===== src/rtl/pcs_pkg.sv =====
package pcs_pkg;

    typedef enum logic [2:0] {
        ST_IDLE   = 3'd0,
        ST_HUNT   = 3'd1,
        ST_VERIFY = 3'd2,
        ST_LOCKED = 3'd3,
        ST_LOST   = 3'd4
    } chk_state_e;

    localparam logic MODE_STATIC = 1'b0;
    localparam logic MODE_PRBS   = 1'b1;

endpackage


===== src/rtl/pcs_prbs_ref.sv =====
module pcs_prbs_ref #(
    parameter int LEN   = 15,
    parameter int TAP_A = 15,
    parameter int TAP_B = 14
) (
    input  logic clk,
    input  logic rst_n,
    input  logic adv,
    input  logic load,
    input  logic bit_in,
    output logic exp_bit
);

    logic [LEN-1:0] lfsr_d, lfsr_q;

    assign exp_bit = lfsr_q[TAP_A-1] ^ lfsr_q[TAP_B-1];

    always_comb begin
        lfsr_d = lfsr_q;
        if (adv) begin
            if (load) lfsr_d = {lfsr_q[LEN-2:0], bit_in};
            else      lfsr_d = {lfsr_q[LEN-2:0], exp_bit};
        end
    end

    always_ff @(posedge clk or negedge rst_n) begin
        if (!rst_n) lfsr_q <= '0;
        else        lfsr_q <= lfsr_d;
    end

endmodule


===== src/rtl/pcs_static_ref.sv =====
module pcs_static_ref #(
    parameter int PAT_W = 32
) (
    input  logic             clk,
    input  logic             rst_n,
    input  logic [PAT_W-1:0] word,
    input  logic             clr,
    input  logic             adv,
    input  logic             hunt,
    input  logic             bit_in,
    output logic             exp_bit,
    output logic             found
);

    localparam int PW = $clog2(PAT_W);
    localparam int FW = $clog2(PAT_W + 1);

    typedef struct packed {
        logic [PAT_W-1:0] hist;
        logic [FW-1:0]    fill;
        logic [PW-1:0]    ptr;
    } st_t;

    st_t d, q;

    logic [PAT_W-1:0] hist_n;
    logic [PAT_W-1:0] hit;
    logic [PW-1:0]    sel;

    assign hist_n  = {q.hist[PAT_W-2:0], bit_in};
    assign exp_bit = word[PW'(PAT_W - 1) - q.ptr];

    for (genvar k = 0; k < PAT_W; k++) begin : g_rot
        logic [PAT_W-1:0] rot;
        assign rot    = (word << k) | (word >> (PAT_W - k));
        assign hit[k] = (hist_n == rot);
    end

    always_comb begin
        sel = '0;
        for (int k = PAT_W - 1; k >= 0; k--) begin
            if (hit[k]) sel = PW'(k);
        end
    end

    assign found = adv && hunt && (q.fill >= FW'(PAT_W - 1)) && (|hit);

    always_comb begin
        d = q;
        if (clr) begin
            d.hist = '0;
            d.fill = '0;
            d.ptr  = '0;
        end else if (adv) begin
            if (hunt) begin
                d.hist = hist_n;
                if (q.fill < FW'(PAT_W)) d.fill = q.fill + 1'b1;
                if (found) d.ptr = sel;
            end else begin
                d.ptr = (q.ptr == PW'(PAT_W - 1)) ? '0 : q.ptr + 1'b1;
            end
        end
    end

    always_ff @(posedge clk or negedge rst_n) begin
        if (!rst_n) q <= '0;
        else        q <= d;
    end

endmodule


===== src/rtl/pcs_sat_counter.sv =====
module pcs_sat_counter #(
    parameter int W = 24
) (
    input  logic         clk,
    input  logic         rst_n,
    input  logic         clr,
    input  logic         inc,
    output logic [W-1:0] cnt
);

    logic [W-1:0] cnt_d, cnt_q;

    always_comb begin
        cnt_d = cnt_q;
        if (clr)                     cnt_d = '0;
        else if (inc && ~&cnt_q)     cnt_d = cnt_q + 1'b1;
    end

    always_ff @(posedge clk or negedge rst_n) begin
        if (!rst_n) cnt_q <= '0;
        else        cnt_q <= cnt_d;
    end

    assign cnt = cnt_q;

endmodule


===== src/rtl/pattern_checker_stats.sv =====
module pattern_checker_stats
    import pcs_pkg::*;
#(
    parameter int CNT_W       = 24,
    parameter int RD_W        = 32,
    parameter int PAT_W       = 32,
    parameter int PRBS_LEN    = 15,
    parameter int SYNC_RUN    = 32,
    parameter int WIN_LEN     = 64,
    parameter int WIN_ERR_MAX = 8
) (
    input  logic             clk,
    input  logic             rst_n,
    input  logic             rx_en,
    input  logic             pat_sel,
    input  logic [PAT_W-1:0] static_word,
    input  logic             bit_in,
    input  logic             bit_vld,
    input  logic             tick_125us,
    output logic             sync,
    output logic [RD_W-1:0]  err_word,
    output logic [RD_W-1:0]  time_word
);

    localparam int HUNT_MAX = (SYNC_RUN > PRBS_LEN) ? SYNC_RUN : PRBS_LEN;
    localparam int CW       = $clog2(HUNT_MAX + 1);
    localparam int WW       = $clog2(WIN_LEN);
    localparam int EW       = $clog2(WIN_ERR_MAX + 1);
    localparam int PAD      = RD_W - CNT_W;

    typedef struct packed {
        chk_state_e     st;
        logic           mode;
        logic           en;
        logic [CW-1:0]  run;
        logic [WW-1:0]  wcnt;
        logic [EW-1:0]  werr;
    } ctl_t;

    ctl_t d, q;

    logic             rise;
    logic             prbs_exp, stat_exp, ref_exp, mis;
    logic             stat_found;
    logic             adv;
    logic             err_inc, time_inc;
    logic [EW-1:0]    werr_n;
    logic [CNT_W-1:0] err_cnt, time_cnt;

    assign rise    = rx_en && !q.en;
    assign adv     = bit_vld && rx_en;
    assign ref_exp = (q.mode == MODE_PRBS) ? prbs_exp : stat_exp;
    assign mis     = bit_in ^ ref_exp;
    assign werr_n  = q.werr + EW'(mis);

    pcs_prbs_ref #(
        .LEN   (PRBS_LEN),
        .TAP_A (15),
        .TAP_B (14)
    ) u_prbs (
        .clk     (clk),
        .rst_n   (rst_n),
        .adv     (adv && (q.mode == MODE_PRBS)),
        .load    (q.st == ST_HUNT),
        .bit_in  (bit_in),
        .exp_bit (prbs_exp)
    );

    pcs_static_ref #(
        .PAT_W (PAT_W)
    ) u_static (
        .clk     (clk),
        .rst_n   (rst_n),
        .word    (static_word),
        .clr     (rise),
        .adv     (adv && (q.mode == MODE_STATIC)),
        .hunt    (q.st == ST_HUNT),
        .bit_in  (bit_in),
        .exp_bit (stat_exp),
        .found   (stat_found)
    );

    always_comb begin
        d    = q;
        d.en = rx_en;
        if (rise) begin
            d.st   = ST_HUNT;
            d.mode = pat_sel;
            d.run  = '0;
            d.wcnt = '0;
            d.werr = '0;
        end else if (!rx_en) begin
            d.st = ST_IDLE;
        end else if (bit_vld) begin
            unique case (q.st)
                ST_HUNT: begin
                    if (q.mode == MODE_PRBS) begin
                        if (q.run == CW'(PRBS_LEN - 1)) begin
                            d.st  = ST_VERIFY;
                            d.run = '0;
                        end else begin
                            d.run = q.run + 1'b1;
                        end
                    end else if (stat_found) begin
                        d.st   = ST_LOCKED;
                        d.wcnt = '0;
                        d.werr = '0;
                    end
                end
                ST_VERIFY: begin
                    if (mis) begin
                        d.st  = ST_HUNT;
                        d.run = '0;
                    end else if (q.run == CW'(SYNC_RUN - 1)) begin
                        d.st   = ST_LOCKED;
                        d.wcnt = '0;
                        d.werr = '0;
                    end else begin
                        d.run = q.run + 1'b1;
                    end
                end
                ST_LOCKED: begin
                    if (werr_n >= EW'(WIN_ERR_MAX)) begin
                        d.st = ST_LOST;
                    end else if (q.wcnt == WW'(WIN_LEN - 1)) begin
                        d.wcnt = '0;
                        d.werr = '0;
                    end else begin
                        d.wcnt = q.wcnt + 1'b1;
                        d.werr = werr_n;
                    end
                end
                default: d.st = q.st;
            endcase
        end
    end

    always_ff @(posedge clk or negedge rst_n) begin
        if (!rst_n) begin
            q <= '{st: ST_IDLE, mode: MODE_STATIC, en: 1'b0,
                   run: '0, wcnt: '0, werr: '0};
        end else begin
            q <= d;
        end
    end

    assign err_inc  = rx_en && (q.st == ST_LOCKED) && bit_vld && mis;
    assign time_inc = rx_en && (q.st == ST_LOCKED) && tick_125us;

    pcs_sat_counter #(.W(CNT_W)) u_err_cnt (
        .clk   (clk),
        .rst_n (rst_n),
        .clr   (rise),
        .inc   (err_inc),
        .cnt   (err_cnt)
    );

    pcs_sat_counter #(.W(CNT_W)) u_time_cnt (
        .clk   (clk),
        .rst_n (rst_n),
        .clr   (rise),
        .inc   (time_inc),
        .cnt   (time_cnt)
    );

    assign sync      = (q.st == ST_LOCKED);
    assign err_word  = {{PAD{1'b0}}, err_cnt};
    assign time_word = {{PAD{1'b0}}, time_cnt};

endmodule


===== config.mk =====
export PLATFORM = sky130hd
export DESIGN_NAME = pattern_checker_stats
export DESIGN_NICKNAME = d
export VERILOG_FILES = /design/src/rtl/pcs_pkg.sv /design/src/rtl/pcs_prbs_ref.sv /design/src/rtl/pcs_static_ref.sv /design/src/rtl/pcs_sat_counter.sv /design/src/rtl/pattern_checker_stats.sv
export SDC_FILE = /design/constraint.sdc
export NUM_CORES = 1
export LEC_CHECK = 0
export BUFFER_PORTS_ARGS = -buffer_cell sky130_fd_sc_hd__buf_4
export CAP_MARGIN = 30
export CORE_UTILIZATION = 55
export DETAILED_ROUTE_END_ITERATION = 8
export MAX_ROUTING_LAYER = met4
export PLACE_DENSITY = 0.76
export SYNTH_ARGS = -nofsm -noshare
export SYNTH_HDL_FRONTEND = slang
export SYNTH_SLANG_ARGS = --single-unit
export TNS_END_PERCENT = 30

===== constraint.sdc =====
create_clock -name clk -period 3.7 [get_ports clk]
set_input_delay 0.185 -clock clk [delete_from_list [all_inputs] [get_ports clk]]
set_output_delay 0.185 -clock clk [all_outputs]
set_load 0.02 [all_outputs]

==> results.cfg <==
[synth]
synth_fa_ha_area_share_pct = 0.6540
synth-seq-cells = 126
synth_edf_count = 0
syn_area_per_cell_um2 = 8.086
synth-async-reset-ratio_pct = 100.0
yosysWarnings = 0
synth_top_family_by_area = XOR/XNOR gates
synth_compound_area_share_pct = 3.760
syn_area_um2 = 19130
synth_cells = 2366
synth-xor-area-share_pct = 49.26
synthSimpleGateAreaFrac_pct = 19.26
synth_mux_area_share_pct = 2.276
ys_types = 56
ys_seq_area_share_pct = 16.48
synth_top_flop_cell = dfrtp_1

[timing]
finalSetupViolations = 0
slew_headroom_pct = 36.69
maxSlewViolCount = 0
timing.final.crit_share_pct = 99.15
finalClockSkew_ns = 0.01007
post-route-min-period_ns = 3.669
hold_violations = 0
grt_setup_unrepaired = yes
fmax_mhz = 272.6
worstMarginPinSlew_ns = 0.9496

[finish]
n_fill_cell = 2842
insertedDiodeCount = 0
final_nets = 2412
syn_to_final_growth_pct = 12.63
final_common_cell = xnor2_1
final_cell_mix = xnor2_1, xor2_1, buf_4
design_area_um2 = 21550
final_util_pct = 63.62
drive_above_1_share_pct = 15.29

[placement]
gp_congestion = 1.037
dp_hpwl_um = 45940
io_buffer_count = 87
dpl_cell_area_um2 = 20770

[detailed_routing]
wl_per_cell_um = 26.78
totalWireLength_um = 75580
via_count = 19310
drt_iter0_markers = 2909
drc_errors = 0
ant_nets = 0
dr.pass1.iters = 6
vias_per_cell = 6.844

[global_route]
gr-usage-all-layers_pct = 43.27
grt_max_degree = 90
grt_pass1_wl_um = 114100
grt-ovfl-total = 0
grt_pass1_vias = 19190
antenna_found_initial = 0

[floorplanning]
core_um2 = 33870
rows = 67
initial_core_util_pct = 56.49
dieWidth_um = 188.5
die_h_um = 188.5
dieArea_um2 = 35540
io_pins = 104

[clock_tree]
clkSinkCount = 126
path_clk_slew_ns = 0.05
cts_tree = yes
htree_levels = 4
cts_made_buffers = 17
root_buffer = clkbuf_16
clkLatencyLatePin_ns = 0.42
clk_path_buf_depth = 2

[setup_path]
crit_family = simple AND/OR/NAND/NOR gates
crit_buf_inv = 1
crit_chain = buf_4, xor2_1, nor4_1, nand4_1, nor2_1, nor2_1, nand4_1, o31ai_2, a21oi_1, mux2_2
r2r_start = u_static.hist_n[9]
required_ns = 4.01
crit_path_start_kind = flip-flop
critical_path_class = reg2reg
reg2reg_to = u_static.q[4]
arrival_ns = 3.97
endpoint_kind = flip-flop
reg2reg_depth = 10
r2r_slack_ns = 0.03
slowest_delay_ns = 0.72
slowest_stage = dfrtp_2
worstPathMaxFanout = 14

[hold_path]
hold_path_class = in2async

[run_status]
status = finished clean

[pwr]
fin_total_pwr_uw = 4608
ir_worst_vdd_mv = 0.2476
p_leak_uw = 0.008893
pwr_density_cell_nw_per_um2 = 213.9

[run]
max_cap_violations = 0
worst max path at each step:
stage / start / endpoint / slack [ns] / cells after the start
after floorplan: u_static.q[0] / q[18] / 0.15 / 16
after global placement: u_static.q[0] / q[18] / 0.12 / 16
after detailed placement: u_static.q[0] / q[9] / 0.16 / 14
after CTS: u_static.hist_n[25] / q[19] / 0.09 / 10
after global routing: u_static.q[0] / q[18] / -0.08 / 16
final: u_static.hist_n[9] / u_static.q[4] / 0.03 / 10
synthesized netlist by cell type (all sizes together) (2+ instances only):
master | count | share of area [%]
nor3 | 10 | 0.26
mux4 | 10 | 1.2
o21ai | 34 | 0.91
nand2b | 9 | 0.29
o41ai | 2 | 0.092
xnor2 | 549 | 25
or2 | 3 | 0.098
or3 | 6 | 0.20
nor2 | 98 | 1.9
nor2b | 4 | 0.13
o221ai | 2 | 0.092
nand2 | 157 | 3.1
nand4b | 2 | 0.092
xor2 | 527 | 24
and3 | 10 | 0.35
and4 | 8 | 0.37
o31ai | 11 | 0.43
a31oi | 2 | 0.065
inv | 11 | 0.22
and2 | 7 | 0.23
dfrtp | 126 | 16
buf | 275 | 7.5
a41oi | 2 | 0.092
or4 | 3 | 0.12
nor4 | 158 | 5.2
ha | 10 | 0.65
mux2 | 16 | 0.94
a22o | 2 | 0.092
nand3b | 3 | 0.12
nand4 | 183 | 6.0
clkbuf | 27 | 0.53
a211oi | 2 | 0.078
a21oi | 49 | 1.3
nand3 | 27 | 0.71
mux2i | 3 | 0.16
a2111oi | 3 | 0.14
sequential cells by signal, indices dropped and copies added, names as in the netlist:
| register | count |
|---|---|
| u_prbs.lfsr_q | 15 |
| u_static.hist_n | 31 |
| q | 21 |
| u_err_cnt.cnt | 24 |
| u_static.q | 11 |
| u_time_cnt.cnt | 24 |
cell type report:
cell class	instances	area, um^2	share of cell area, %
well taps	448	560.5	2.601
clock buffers	24	481.7	2.236
multi-input cells	1942	14520	67.40
flip-flops and latches	126	3206	14.88
repair buffers	265	2623	12.17
clock inverters	6	112.6	0.5226
inverters	11	41.29	0.1916
layer usage:
metal / track usage, % / up-vias / wire length (um)
li1: - / 7824 / -
met1: 52.09 / 8933 / 26400
met2: 61.14 / 1851 / 30710
met3: 13.43 / 705 / 11680
met4: 30.27 / 0 / 6791
met5: - / - / 0
power breakdown:
group	switching [uW]	internal (uW)	total, uW
logic	869	577	1450
clock network	596	1110	1700
registers	48.9	1410	1460
what timing repair did:
item                                    in CTS  in global routing
setup buffers                                0                  3
endpoints found under the hold margin       75                  0
hold buffers                                 3                  0
endpoints found under the setup margin       0                 13
gates resized for setup                      0                 19
worst register-to-register path: stages, from the launching register on:
cell and delay (ns):
dfrtp_2 0.72, buf_4 0.41, xor2_1 0.11, nor4_1 0.44, nand4_1 0.18, nor2_1 0.39
nor2_1 0.18, nand4_1 0.22, o31ai_2 0.14, a21oi_1 0.38, mux2_2 0.38
through the flow:
stage | cells | setup slack [ns] | setup TNS (ns) | hold WS (ns)
after floorplan | 2381 | 0.1512 | 0 | -0.1106
after global placement | 2784 | 0.1166 | 0 | 0.3839
after detailed placement | 2784 | 0.1605 | 0 | 0.3834
after CTS | 2817 | 0.08762 | 0 | 0.2569
after global routing | 2822 | -0.08302 | -0.1377 | 0.1105
final | 2822 | 0.03128 | 0 | 0.1199
cells by family after synthesis:
kind of cell | count (synthesis)
compound gates | 120
flops | 126
other cells | 1
xor+xnor | 1076
mux | 29
fa+ha+maj | 10
buf+inv | 313
simple gates | 691
No activity file was read; power rests on OpenSTA's default activity.
